==> src/rtl/slot_pwr_seq_pkg.sv <==
package slot_pwr_seq_pkg;
  typedef enum logic [2:0] {
    SEQ_OFF       = 3'd0,
    SEQ_WAIT_GOOD = 3'd1,
    SEQ_PWR_DLY   = 3'd2,
    SEQ_ON        = 3'd3,
    SEQ_RST_DLY   = 3'd4
  } seq_state_t;
endpackage

==> src/rtl/slot_pg_sync.sv <==
module slot_pg_sync #(
  parameter int STAGES = 2
) (
  input  logic clk,
  input  logic rst_n,
  input  logic din,
  output logic dout
);
  logic [STAGES-1:0] sr_q;
  logic [STAGES-1:0] sr_d;

  generate
    if (STAGES == 1) begin : g_one
      assign sr_d = din;
    end else begin : g_many
      assign sr_d = {sr_q[STAGES-2:0], din};
    end
  endgenerate

  always_ff @(posedge clk or negedge rst_n) begin
    if (!rst_n) sr_q <= '0;
    else        sr_q <= sr_d;
  end

  assign dout = sr_q[STAGES-1];
endmodule

==> src/rtl/slot_dly_cnt.sv <==
module slot_dly_cnt #(
  parameter int DLY_W = 8
) (
  input  logic             clk,
  input  logic             rst_n,
  input  logic             load,
  input  logic [DLY_W-1:0] load_val,
  input  logic             dec,
  output logic             zero
);
  logic [DLY_W-1:0] cnt_q;
  logic [DLY_W-1:0] cnt_d;
  logic             cnt_en;

  assign cnt_en = load | (dec & (cnt_q != '0));

  always_comb begin
    cnt_d = cnt_q;
    if (load)     cnt_d = load_val;
    else if (dec) cnt_d = cnt_q - 1'b1;
  end

  always_ff @(posedge clk or negedge rst_n) begin
    if (!rst_n)      cnt_q <= '0;
    else if (cnt_en) cnt_q <= cnt_d;
  end

  assign zero = (cnt_q == '0);


  cnt_load_chk: assert property (@(posedge clk) disable iff (!rst_n)
    load |=> (cnt_q == $past(load_val)));
endmodule

==> src/rtl/slot_seq_fsm.sv <==
module slot_seq_fsm
  import slot_pwr_seq_pkg::*;
(
  input  logic clk,
  input  logic rst_n,
  input  logic off_req,
  input  logic mode_good,
  input  logic good_s,
  input  logic cnt_zero,
  output logic cnt_load,
  output logic cnt_sel_off,
  output logic cnt_dec,
  output logic pwr_en,
  output logic rst_out_n,
  output logic busy
);
  seq_state_t st_q;
  seq_state_t st_d;

  always_comb begin
    st_d        = st_q;
    cnt_load    = 1'b0;
    cnt_sel_off = 1'b0;
    cnt_dec     = 1'b0;
    case (st_q)
      SEQ_OFF: begin
        if (!off_req) begin
          cnt_load = 1'b1;
          st_d     = mode_good ? SEQ_WAIT_GOOD : SEQ_PWR_DLY;
        end
      end
      SEQ_WAIT_GOOD: begin
        if (off_req) begin
          cnt_load    = 1'b1;
          cnt_sel_off = 1'b1;
          st_d        = SEQ_RST_DLY;
        end else if (good_s) begin
          cnt_load = 1'b1;
          st_d     = SEQ_PWR_DLY;
        end
      end
      SEQ_PWR_DLY: begin
        if (off_req) begin
          cnt_load    = 1'b1;
          cnt_sel_off = 1'b1;
          st_d        = SEQ_RST_DLY;
        end else if (cnt_zero) begin
          st_d = SEQ_ON;
        end else begin
          cnt_dec = 1'b1;
        end
      end
      SEQ_ON: begin
        if (off_req) begin
          cnt_load    = 1'b1;
          cnt_sel_off = 1'b1;
          st_d        = SEQ_RST_DLY;
        end
      end
      SEQ_RST_DLY: begin
        if (cnt_zero) st_d = SEQ_OFF;
        else          cnt_dec = 1'b1;
      end
      default: st_d = SEQ_OFF;
    endcase
  end

  always_ff @(posedge clk or negedge rst_n) begin
    if (!rst_n) st_q <= SEQ_OFF;
    else        st_q <= st_d;
  end

  assign pwr_en    = (st_q != SEQ_OFF);
  assign rst_out_n = (st_q == SEQ_ON);
  assign busy      = (st_q == SEQ_WAIT_GOOD) || (st_q == SEQ_PWR_DLY) ||
                     (st_q == SEQ_RST_DLY);


  rst_without_pwr_chk: assert property (@(posedge clk) disable iff (!rst_n)
    !pwr_en |-> !rst_out_n);

  release_after_pwr_chk: assert property (@(posedge clk) disable iff (!rst_n)
    $rose(rst_out_n) |-> $past(pwr_en));

  pwr_drop_after_rst_chk: assert property (@(posedge clk) disable iff (!rst_n)
    $fell(pwr_en) |-> $past(!rst_out_n));

  hold_until_good_chk: assert property (@(posedge clk) disable iff (!rst_n)
    (st_q == SEQ_WAIT_GOOD && !good_s && !off_req) |=> (st_q == SEQ_WAIT_GOOD));

  rst_dly_hold_chk: assert property (@(posedge clk) disable iff (!rst_n)
    (st_q == SEQ_RST_DLY && !cnt_zero) |=> (pwr_en && !rst_out_n));

  on_stays_chk: assert property (@(posedge clk) disable iff (!rst_n)
    (rst_out_n && !off_req) |=> rst_out_n);

  busy_state_chk: assert property (@(posedge clk) disable iff (!rst_n)
    busy |-> (pwr_en && !rst_out_n));
endmodule

==> src/rtl/slot_pwr_seq.sv <==
module slot_pwr_seq #(
  parameter int DLY_W     = 8,
  parameter int SYNC_STGS = 2
) (
  input  logic             clk,
  input  logic             rst_n,
  input  logic             pwr_off_req,
  input  logic             mode_good,
  input  logic [DLY_W-1:0] on_dly,
  input  logic [DLY_W-1:0] off_dly,
  input  logic             pwr_good_n,
  output logic             slot_pwr_en,
  output logic             slot_rst_n,
  output logic             seq_busy
);
  logic             good_s;
  logic             cnt_load;
  logic             cnt_sel_off;
  logic             cnt_dec;
  logic             cnt_zero;
  logic [DLY_W-1:0] cnt_val;

  slot_pg_sync #(.STAGES(SYNC_STGS)) u_sync (
    .clk  (clk),
    .rst_n(rst_n),
    .din  (~pwr_good_n),
    .dout (good_s)
  );

  assign cnt_val = cnt_sel_off ? off_dly : on_dly;

  slot_dly_cnt #(.DLY_W(DLY_W)) u_cnt (
    .clk     (clk),
    .rst_n   (rst_n),
    .load    (cnt_load),
    .load_val(cnt_val),
    .dec     (cnt_dec),
    .zero    (cnt_zero)
  );

  slot_seq_fsm u_fsm (
    .clk        (clk),
    .rst_n      (rst_n),
    .off_req    (pwr_off_req),
    .mode_good  (mode_good),
    .good_s     (good_s),
    .cnt_zero   (cnt_zero),
    .cnt_load   (cnt_load),
    .cnt_sel_off(cnt_sel_off),
    .cnt_dec    (cnt_dec),
    .pwr_en     (slot_pwr_en),
    .rst_out_n  (slot_rst_n),
    .busy       (seq_busy)
  );
endmodule

==> config.mk <==
export PLATFORM = sky130hd
export DESIGN_NAME = slot_pwr_seq
export DESIGN_NICKNAME = d
export VERILOG_FILES = /design/src/rtl/slot_pwr_seq_pkg.sv /design/src/rtl/slot_pg_sync.sv /design/src/rtl/slot_dly_cnt.sv /design/src/rtl/slot_seq_fsm.sv /design/src/rtl/slot_pwr_seq.sv
export SDC_FILE = /design/constraint.sdc
export NUM_CORES = 1
export LEC_CHECK = 0
export BUFFER_PORTS_ARGS = -buffer_cell sky130_fd_sc_hd__buf_2
export CORE_ASPECT_RATIO = 1.2
export CORE_MARGIN = 4
export CORE_UTILIZATION = 45
export CTS_CLUSTER_SIZE = 14
export DETAILED_ROUTE_END_ITERATION = 8
export MAX_ROUTING_LAYER = met4
export PLACE_DENSITY_LB_ADDON = 0.2
export SYNTH_ARGS = -nofsm -noshare
export SYNTH_HDL_FRONTEND = slang
export SYNTH_SLANG_ARGS = --single-unit
export TNS_END_PERCENT = 1
==> constraint.sdc <==
create_clock -name clk -period 2.2 [get_ports clk]
set_input_delay 0 -clock clk [delete_from_list [all_inputs] [get_ports clk]]
set_output_delay 0 -clock clk [all_outputs]
set_load 0.02 [all_outputs]
Word level (Yosys, flattened, before mapping)
Cells that the tools add are included.

word-level totals
  flip-flop bits (word level) = 13
  input port bits = 21
  output and inout port bits = 3

operators by class
  add/sub/neg operators = 1
  eq/ne operators = 9
  multiplexer cells = 21
  bitwise gates (word level) = 3
  reduce and logical (&&, ||, !) cells = 11

operators by type and width
  cell                                              count
  two-way mux 8 bit                                 3
  two-way mux 3 bit                                 7
  case mux 3 bit (5 select lines)                   1
  zero test 8 bit                                   1
  nonzero test 8 bit                                1
  subtractor 8 x 1 -> 8 bit, second input constant  1
  two-way mux 1 bit                                 7
  == test 3 x 2 -> 1 bit, second input constant     2
  inequality test 2 bit, second input constant      3
  inequality test 3 bit, second input constant      2
  AND reduction 5 bit                               1
  == test 3 x 1 -> 1 bit, second input constant     1
  == test 3 bit, second input constant              1
  zero test 3 bit                                   1
  case mux 1 bit (3 select lines)                   1
  nonzero test 3 bit                                1
  OR reduction 3 bit                                1
  logical OR 1 bit                                  2
  two-way mux 2 bit                                 1
  case mux 1 bit (2 select lines)                   1
  AND reduction 2 bit                               1
  nonzero test 2 bit                                1
  OR reduction 2 bit                                1
  AND 1 bit                                         1
  other kinds (2)                                   2

Logic depth before layout (Yosys ltp)
Gate-level depths: netlist of run 1.

  depth after elaboration = 7
  gate-level depth with buffers = 7
  depth with buffers taken out = 6

By module
From an unflattened synthesis of run 1, not the netlist that was laid out.

second synthesis, totals
  cells, all modules = 97
  area, all modules = 938.4 µm²

modules (own cells, without submodules)
  module        times used  cells each  area each (µm²)  sequential area each (µm²)
  slot_dly_cnt  1           57          519.2            200.2
  slot_seq_fsm  1           28          234.0            75.1
  slot_pwr_seq  1           10          135.1            0.0
  slot_pg_sync  1           2           50.0             50.0

Least setup slack after synthesis of run 1
Ideal clock, no wire load.

  path kind = register -> register
  from = register u_fsm.st_q[2]
  to = register u_cnt.cnt_q[1]
  library setup time = 0.126 ns
  arrival time = 1.592 ns
  required time = 2.074 ns
  path slack = 0.482 ns
  stages on the path, launching flop included = 6
  path buffers = 2
  path through = dfrtp_1 buf_2 nor3b_1 buf_6 mux2_2 a221o_1

between the ends
  word-level cells in the longest chain between the ends = 5

ends and longest elaborated chain
  what                                                                              line                source
  start, declared                                                                   slot_seq_fsm.sv:17  seq_state_t st_q;
  start signal, assigned                                                            slot_seq_fsm.sv:70  else st_q <= st_d;
  == test 3 x 2 -> 1 bit, or another cell as far along                              slot_seq_fsm.sv:25  case (st_q)
  OR reduction 2 bit (no source line), or another cell as far along                 --
  case mux 1 bit (3 select lines), or another cell as far along                     slot_seq_fsm.sv:25
  nonzero test 2 bit (no source line), or another cell as far along                 --
  AND reduction 2 bit (no source line) / two-way mux 8 bit (equally long branches)  --
  end signal, assigned                                                              slot_dly_cnt.sv:25  else if (cnt_en) cnt_q <= cnt_d;
  end, declared                                                                     slot_dly_cnt.sv:11  logic [DLY_W-1:0] cnt_q;

Several ways; a longest one is shown, not always the timed one.
A chain may end at the register's enable or synchronous reset.

Worst setup path in the final report of run 1
  from = register u_fsm.st_q[0]
  to = register u_cnt.cnt_q[0]

Same word-level chain as after synthesis.

==> flow_results.xml, run 1 <==
<?xml version="1.0" encoding="UTF-8"?>
<metrics>
  <group name="worst_setup_path">
    <metric name="cpMaxStageDelayCell" unit="">sky130_fd_sc_hd__dfrtp_1</metric>
    <metric name="startpoint_type_of_the_worst_setup_path" unit="">register</metric>
    <metric name="worst-endpoint-arrival" unit="ns">2.03</metric>
    <metric name="critical_path_peak_fanout" unit="">9</metric>
    <metric name="crit_path_cell_trace" unit="">nor2_1 -&gt; nor3b_1 -&gt; buf_4 -&gt; mux2_2 -&gt; nand2_1 -&gt; o21ai_0</metric>
    <metric name="critPathBufInv" unit="">1</metric>
    <metric name="timing.critical_path.max_delay_family" unit="">simple AND/OR/NAND/NOR gates</metric>
    <metric name="critPathRequiredTime" unit="ns">2.36</metric>
    <metric name="regToRegSetupSlack" unit="ns">0.34</metric>
    <metric name="endpoint_kind" unit="">register</metric>
    <metric name="cp_slowest_stage_delay" unit="ns">0.53</metric>
    <metric name="path_class" unit="">reg -&gt; reg</metric>
  </group>
  <group name="die">
    <metric name="core_area" unit="µm²">1872</metric>
    <metric name="starting_density_of_the_core" unit="">0.4820</metric>
    <metric name="fp.dieW" unit="µm">48.87</metric>
    <metric name="floorplan.io_pins" unit="">24</metric>
    <metric name="fp-row-count" unit="">17</metric>
    <metric name="dieArea" unit="µm²">2788</metric>
    <metric name="die-height" unit="µm">57.05</metric>
  </group>
  <group name="sta">
    <metric name="setup-violations-final" unit="">0</metric>
    <metric name="max-slew-margin-rel" unit="">0.7215</metric>
    <metric name="sum_of_negative_setup_slack" unit="ns">0</metric>
    <metric name="hold_viol_final" unit="">0</metric>
    <metric name="grt_setup_unrepaired" unit="">no</metric>
    <metric name="fin_crit_sh" unit="">0.8477</metric>
    <metric name="final_critical_period" unit="ns">1.865</metric>
    <metric name="max_freq" unit="GHz">0.5362</metric>
    <metric name="tightest_slew" unit="ns">0.4168</metric>
    <metric name="timing_max_transition_violations_final" unit="">0</metric>
    <metric name="finalWorstSetupSlack" unit="ns">0.3351</metric>
    <metric name="finalClockSkew" unit="ns">0.004244</metric>
  </group>
  <group name="final_layout">
    <metric name="post_route_cells_drive_above_1_share" unit="">0.3448</metric>
    <metric name="final_stage_net_count" unit="">140</metric>
    <metric name="layout.cells.most_common_list" unit="">23 x sky130_fd_sc_hd__buf_2, 13 x sky130_fd_sc_hd__dfrtp_1, 9 x sky130_fd_sc_hd__mux2i_1, 8 x sky130_fd_sc_hd__inv_1, 7 x sky130_fd_sc_hd__nor2_1</metric>
    <metric name="inserted_diodes" unit="">0</metric>
    <metric name="area_delta_synth_final" unit="%">19.00</metric>
    <metric name="postLayoutCoreUtil" unit="">0.5735</metric>
    <metric name="layout.cells.most_common" unit="">sky130_fd_sc_hd__buf_2</metric>
    <metric name="final_cell_area" unit="µm²">1074</metric>
  </group>
  <group name="clocking">
    <metric name="tritoncts.num_buffers" unit="">3</metric>
    <metric name="cts_htree_levels" unit="">1</metric>
    <metric name="cts_repair_resize_count" unit="">0</metric>
    <metric name="cts_tree" unit="">yes</metric>
    <metric name="clk_path_buf_depth" unit="">2</metric>
    <metric name="cts-hold-fix-buffers" unit="">3</metric>
    <metric name="tritoncts_num_sinks" unit="">13</metric>
    <metric name="clk_latency_worst_skew_pair" unit="ns">0.27</metric>
    <metric name="clk_transition_reported_paths" unit="ns">0.08</metric>
    <metric name="postCtsSetupRepairBufs" unit="">0</metric>
    <metric name="cts-root-buf" unit="">sky130_fd_sc_hd__clkbuf_4</metric>
  </group>
  <group name="pwr">
    <metric name="vdd_drop_max" unit="mV">0.6014</metric>
    <metric name="power.density" unit="nW/µm²">1324</metric>
    <metric name="power_leakage" unit="nW">0.5121</metric>
  </group>
  <group name="place">
    <metric name="dp_worst_setup_slack" unit="ns">0.3274</metric>
    <metric name="port_buffer_count" unit="">23</metric>
    <metric name="gp_routability_congestion" unit="">0.8494</metric>
    <metric name="place_area" unit="µm²">1016</metric>
    <metric name="post-dp-hpwl" unit="mm">1.324</metric>
  </group>
  <group name="drt">
    <metric name="detail_route.first_pass.iterations" unit="">4</metric>
    <metric name="wl" unit="mm">1.750</metric>
    <metric name="wl_met3" unit="µm">84</metric>
    <metric name="drt_iter0_drc" unit="">20</metric>
    <metric name="routed_via_density" unit="">5.333</metric>
    <metric name="routedWlPerCell" unit="µm">12.96</metric>
    <metric name="drc_errors" unit="">0</metric>
    <metric name="ant_nets" unit="">0</metric>
    <metric name="routed-via-count" unit="">720</metric>
    <metric name="wl_met1" unit="µm">735</metric>
    <metric name="wl_met2" unit="µm">916</metric>
    <metric name="routed.top_layer" unit="">met4</metric>
  </group>
  <group name="synth">
    <metric name="synth_area_per_cell" unit="µm²">10.25</metric>
    <metric name="synth_compound_area_frac" unit="">0.1165</metric>
    <metric name="synthesis.yosys.warnings" unit="">0</metric>
    <metric name="synth.ff_latch_count" unit="">13</metric>
    <metric name="syn-instance-count" unit="">88</metric>
    <metric name="synthDistinctLibCells" unit="">34</metric>
    <metric name="yosys-mux-area-fraction" unit="">0.1540</metric>
    <metric name="synth-seq-area-share" unit="">0.3606</metric>
    <metric name="synthesis.area" unit="µm²">902.1</metric>
    <metric name="mappedNetlistNets" unit="">111</metric>
    <metric name="yosys.area_share.adder" unit="">0.02774</metric>
    <metric name="synth_simple_gate_area_frac" unit="">0.1969</metric>
    <metric name="xor_xnor_cell_area_share_of_the_yosys_netlist" unit="">0.05825</metric>
    <metric name="largest_family_of_logic_cells_by_synthesized_area" unit="">simple AND/OR/NAND/NOR gates</metric>
  </group>
  <group name="min_path">
    <metric name="worstHoldPathType" unit="">in -&gt; reg</metric>
  </group>
  <group name="outcome">
    <metric name="status" unit="">finished clean</metric>
  </group>
  <group name="grt">
    <metric name="grt_start_max_net_pins" unit="">14</metric>
    <metric name="grt_overflow_total" unit="">0</metric>
    <metric name="first_global_vias" unit="">706</metric>
    <metric name="first_pass_grt_wire_length" unit="mm">3.008</metric>
    <metric name="grt_use_total" unit="">0.1382</metric>
    <metric name="grt_antenna_before_repair" unit="">0</metric>
  </group>
  <group name="job">
    <metric name="maxCapViolations" unit="">0</metric>
  </group>
</metrics>
[final timing paths]
kind | startpoint | to | cells past startpoint
min in group asynchronous | rst_n | u_cnt.cnt_q[5]$_DFFE_PN0P_ | 2
min | on_dly[3] | u_cnt.cnt_q[3]$_DFFE_PN0P_ | 3
min reg2reg | u_sync.sr_q[0]$_DFF_PN0_ | u_sync.sr_q[1]$_DFF_PN0_ | 0
max in group asynchronous | rst_n | u_cnt.cnt_q[2]$_DFFE_PN0P_ | 2
max | u_fsm.st_q[0]$_DFFE_PN0P_ | u_cnt.cnt_q[0]$_DFFE_PN0P_ | 6
max reg2reg | u_fsm.st_q[0]$_DFFE_PN0P_ | u_cnt.cnt_q[0]$_DFFE_PN0P_ | 6
[sequential cells by signal, summed over array words and instances (netlist names)]
name	cells
u_fsm.st_q	3
u_sync.sr_q	2
u_cnt.cnt_q	8
[kinds of logic after synthesis]
| group | after synthesis |
|---|---|
| flops | 13 |
| xor+xnor | 6 |
| buf+inv | 13 |
| compound gates | 14 |
| mux | 13 |
| simple gates | 27 |
| fa+ha+maj | 2 |
[power by group]
group	switching (mW)	internal, mW	leakage, nW
Clock	0.0795	0.0673	0.0177
Sequential	0.114	0.344	0.156
Combinational	0.422	0.395	0.338
[worst register-to-register path, cell delays in order, from the launching register on]
cell and delay, ns:
sky130_fd_sc_hd__dfrtp_1 0.53, sky130_fd_sc_hd__nor2_1 0.12, sky130_fd_sc_hd__nor3b_1 0.39, sky130_fd_sc_hd__buf_4 0.26
sky130_fd_sc_hd__mux2_2 0.34, sky130_fd_sc_hd__nand2_1 0.06, sky130_fd_sc_hd__o21ai_0 0.07
[metrics by stage]
| stage | std cells | total power, mW | hold slack (ns) |
|---|---|---|---|
| after floorplan | 88 | 1.142 | -0.2956 |
| after global placement | 128 | 1.257 | -0.09479 |
| after detailed placement | 128 | 1.276 | -0.09082 |
| after CTS | 135 | 1.433 | 0.01179 |
| after global routing | 135 | 1.551 | 0.04301 |
| final | 135 | 1.422 | 0.009543 |
[per-layer routing]
layer / vias up / GRT usage
met5: - / -
met4: 0 / 0.05769
met3: 2 / 0.02872
met2: 16 / 0.2537
met1: 334 / 0.1398
li1: 368 / -
[Yosys cell counts]
cell	n	area, µm²
sky130_fd_sc_hd__a211oi_1	1	7.510
sky130_fd_sc_hd__a21o_1	1	7.510
sky130_fd_sc_hd__a21o_4	1	15.01
sky130_fd_sc_hd__a21oi_1	2	10.01
sky130_fd_sc_hd__a221o_1	1	10.01
sky130_fd_sc_hd__a222oi_1	1	10.01
sky130_fd_sc_hd__a32oi_1	1	8.760
sky130_fd_sc_hd__and2_1	2	12.51
sky130_fd_sc_hd__and2_4	1	8.760
sky130_fd_sc_hd__and3_1	1	6.260
sky130_fd_sc_hd__buf_2	2	10.01
sky130_fd_sc_hd__buf_6	2	22.52
sky130_fd_sc_hd__buf_8	1	15.01
sky130_fd_sc_hd__dfrtp_1	13	325.3
sky130_fd_sc_hd__ha_1	2	25.02
sky130_fd_sc_hd__inv_1	8	30.03
sky130_fd_sc_hd__mux2_2	3	33.78
sky130_fd_sc_hd__mux2_4	1	15.01
sky130_fd_sc_hd__mux2i_1	9	90.09
sky130_fd_sc_hd__nand2_1	2	7.510
sky130_fd_sc_hd__nand4_1	4	25.02
sky130_fd_sc_hd__nand4b_2	1	15.01
sky130_fd_sc_hd__nor2_1	7	26.28
sky130_fd_sc_hd__nor3_1	2	10.01
sky130_fd_sc_hd__nor3_2	1	10.01
sky130_fd_sc_hd__nor3b_1	1	7.510
sky130_fd_sc_hd__nor4_1	2	12.51
sky130_fd_sc_hd__nor4b_4	1	23.77
sky130_fd_sc_hd__o21a_1	1	7.510
sky130_fd_sc_hd__o21ai_0	4	20.02
sky130_fd_sc_hd__o21ai_2	1	8.760
sky130_fd_sc_hd__or3_1	2	12.51
sky130_fd_sc_hd__xnor2_1	3	26.28
sky130_fd_sc_hd__xor2_1	3	26.28
[cell type report]
class	instances	area (µm²)
clock buffer	3	22.52
clock inverter	1	5.005
fill	175	798.3
inverter	8	30.03
multi-input combinational	62	499.2
sequential	13	325.3
tap	19	23.77
timing repair buffer	29	167.7
No activity file was read; power rests on OpenSTA's default activity.
==> inputs of run 2 (changes only) <==
==> constraint.sdc (replaced) <==
create_clock -name clk -period 1.9 [get_ports clk]
set_input_delay 0 -clock clk [delete_from_list [all_inputs] [get_ports clk]]
set_output_delay 0 -clock clk [all_outputs]
set_load 0.02 [all_outputs]
==> flow_results.xml, run 2 (synthesized netlist as in run 1, its figures left out) <==
<?xml version="1.0" encoding="UTF-8"?>
<metrics>
  <group name="clocking">
    <metric name="clk_transition_reported_paths" unit="ns">0.09</metric>
    <metric name="cts_repair_resize_count" unit="">0</metric>
    <metric name="clk_latency_worst_skew_pair" unit="ns">0.28</metric>
    <metric name="tritoncts_num_sinks" unit="">13</metric>
    <metric name="postCtsSetupRepairBufs" unit="">0</metric>
    <metric name="cts_tree" unit="">yes</metric>
    <metric name="cts_htree_levels" unit="">1</metric>
    <metric name="cts-root-buf" unit="">sky130_fd_sc_hd__clkbuf_4</metric>
    <metric name="clk_path_buf_depth" unit="">2</metric>
    <metric name="tritoncts.num_buffers" unit="">3</metric>
  </group>
  <group name="grt">
    <metric name="grt_overflow_total" unit="">0</metric>
    <metric name="grt_use_total" unit="">0.1454</metric>
    <metric name="grt_start_max_net_pins" unit="">14</metric>
    <metric name="grt_antenna_before_repair" unit="">0</metric>
    <metric name="first_global_vias" unit="">748</metric>
    <metric name="first_pass_grt_wire_length" unit="mm">3.167</metric>
  </group>
  <group name="min_path">
    <metric name="worst_hold_startpoint" unit="">on_dly[7]</metric>
    <metric name="worstHoldPathType" unit="">in -&gt; reg</metric>
  </group>
  <group name="die">
    <metric name="dieArea" unit="µm²">2788</metric>
    <metric name="floorplan.io_pins" unit="">24</metric>
    <metric name="die-height" unit="µm">57.05</metric>
    <metric name="fp-row-count" unit="">17</metric>
    <metric name="fp.dieW" unit="µm">48.87</metric>
    <metric name="starting_density_of_the_core" unit="">0.4820</metric>
    <metric name="core_area" unit="µm²">1872</metric>
  </group>
  <group name="outcome">
    <metric name="status" unit="">finished clean</metric>
  </group>
  <group name="sta">
    <metric name="max-slew-margin-rel" unit="">0.8020</metric>
    <metric name="hold_viol_final" unit="">0</metric>
    <metric name="max_freq" unit="GHz">0.5927</metric>
    <metric name="final_critical_period" unit="ns">1.687</metric>
    <metric name="setup-violations-final" unit="">0</metric>
    <metric name="timing_max_transition_violations_final" unit="">0</metric>
    <metric name="fin_worst_hold_slack" unit="ns">0.004608</metric>
    <metric name="sum_of_negative_setup_slack" unit="ns">0</metric>
    <metric name="fin_crit_sh" unit="">0.8880</metric>
    <metric name="tightest_slew" unit="ns">0.2971</metric>
    <metric name="finalClockSkew" unit="ns">0.002830</metric>
    <metric name="grt_setup_unrepaired" unit="">no</metric>
  </group>
  <group name="drt">
    <metric name="ant_nets" unit="">0</metric>
    <metric name="routed_via_density" unit="">5.482</metric>
    <metric name="wl" unit="mm">1.871</metric>
    <metric name="detail_route.first_pass.iterations" unit="">4</metric>
    <metric name="routed-via-count" unit="">751</metric>
    <metric name="routedWlPerCell" unit="µm">13.66</metric>
    <metric name="drc_errors" unit="">0</metric>
    <metric name="drt_iter0_drc" unit="">16</metric>
  </group>
  <group name="place">
    <metric name="port_buffer_count" unit="">23</metric>
    <metric name="post-dp-hpwl" unit="mm">1.438</metric>
    <metric name="placed_cells" unit="">130</metric>
    <metric name="gp_routability_congestion" unit="">0.8336</metric>
  </group>
  <group name="final_layout">
    <metric name="layout.cells.most_common" unit="">sky130_fd_sc_hd__buf_2</metric>
    <metric name="top_regs" unit="">u_cnt.cnt_q (8), u_fsm.st_q (3), u_sync.sr_q (2)</metric>
    <metric name="inserted_diodes" unit="">0</metric>
    <metric name="largest_register_ffs" unit="">8</metric>
    <metric name="layout.cells.most_common_list" unit="">23 x sky130_fd_sc_hd__buf_2, 13 x sky130_fd_sc_hd__dfrtp_1, 9 x sky130_fd_sc_hd__mux2i_1, 8 x sky130_fd_sc_hd__inv_1, 7 x sky130_fd_sc_hd__nor2_1</metric>
    <metric name="post_route_insts_no_fill" unit="">137</metric>
    <metric name="area_delta_synth_final" unit="%">20.67</metric>
    <metric name="final_stage_net_count" unit="">142</metric>
    <metric name="post_route_cells_drive_above_1_share" unit="">0.3559</metric>
    <metric name="max_flop_register" unit="">u_cnt.cnt_q</metric>
  </group>
  <group name="job">
    <metric name="maxCapViolations" unit="">0</metric>
  </group>
  <group name="pwr">
    <metric name="power.density" unit="nW/µm²">1552</metric>
    <metric name="power_leakage" unit="nW">0.5224</metric>
    <metric name="vdd_drop_max" unit="mV">0.7681</metric>
    <metric name="totalPowerFinal" unit="mW">1.689</metric>
  </group>
  <group name="worst_setup_path">
    <metric name="critical_path_peak_fanout" unit="">9</metric>
    <metric name="path_class" unit="">reg -&gt; reg</metric>
    <metric name="startpoint" unit="">u_fsm.st_q[0]$_DFFE_PN0P_</metric>
    <metric name="endpoint_kind" unit="">register</metric>
    <metric name="critPathRequiredTime" unit="ns">2.11</metric>
    <metric name="worst-endpoint-arrival" unit="ns">1.90</metric>
    <metric name="startpoint_type_of_the_worst_setup_path" unit="">register</metric>
    <metric name="reg2reg_from" unit="">u_fsm.st_q[0]$_DFFE_PN0P_</metric>
  </group>
</metrics>
-- run 2: critical path, cell delays in order (launching register included) --
cell and delay, ns:
sky130_fd_sc_hd__dfrtp_1 0.42, sky130_fd_sc_hd__buf_4 0.17, sky130_fd_sc_hd__nor4b_4 0.26, sky130_fd_sc_hd__a21o_4 0.14
sky130_fd_sc_hd__and2_4 0.20, sky130_fd_sc_hd__mux2_4 0.32, sky130_fd_sc_hd__o21ai_2 0.10
-- run 2: metrics by stage --
stage | instance area (µm²) | setup WS, ns | utilization
floorplan | 902.1 | 0.1815 | -
global placement | 1031 | 0.2622 | 0.5508
detailed placement | 1031 | 0.2266 | 0.5508
CTS | 1089 | 0.2039 | 0.5816
global route | 1089 | 0.1353 | 0.5816
finish | 1089 | 0.2128 | 0.5816
-- run 2: layer usage --
metal | global-route usage | routed length, µm | up-vias
met4 | 0.04615 | 0 | 0
met1 | 0.1445 | 717 | 353
met2 | 0.2799 | 1044 | 24
met5 | - | 0 | -
li1 | - | - | 374
met3 | 0.02611 | 109 | 0
-- run 2: area by class of cell --
type / count / area, µm²
clock buffer: 3 / 22.52
clock inverter: 1 / 5.005
fill: 185 / 783.3
inverter: 8 / 30.03
multi-input combinational: 62 / 499.2
sequential: 13 / 325.3
tap: 19 / 23.77
timing repair buffer: 31 / 182.7
-- run 2: worst paths after layout --
check | endpoint | slack, ns | depth (start not counted)
max reg2reg | u_cnt.cnt_q[2]$_DFFE_PN0P_ | 0.21 | 6
min | u_cnt.cnt_q[7]$_DFFE_PN0P_ | 0.005 | 3
max | u_cnt.cnt_q[2]$_DFFE_PN0P_ | 0.21 | 6
max in group asynchronous | u_cnt.cnt_q[3]$_DFFE_PN0P_ | 1.54 | 2
min in group asynchronous | u_cnt.cnt_q[0]$_DFFE_PN0P_ | 0.13 | 2
min reg2reg | u_sync.sr_q[1]$_DFF_PN0_ | 0.36 | 0
-- run 2: repair_timing --
action,4_1_cts,5_1_grt
setup endpoints to repair,0,0
endpoints found under the hold margin,16,0
hold buffers,3,0
-- run 2: where the power goes --
part | internal [mW] | switching [mW]
registers | 0.399 | 0.126
logic | 0.479 | 0.511
clock network | 0.0780 | 0.0959
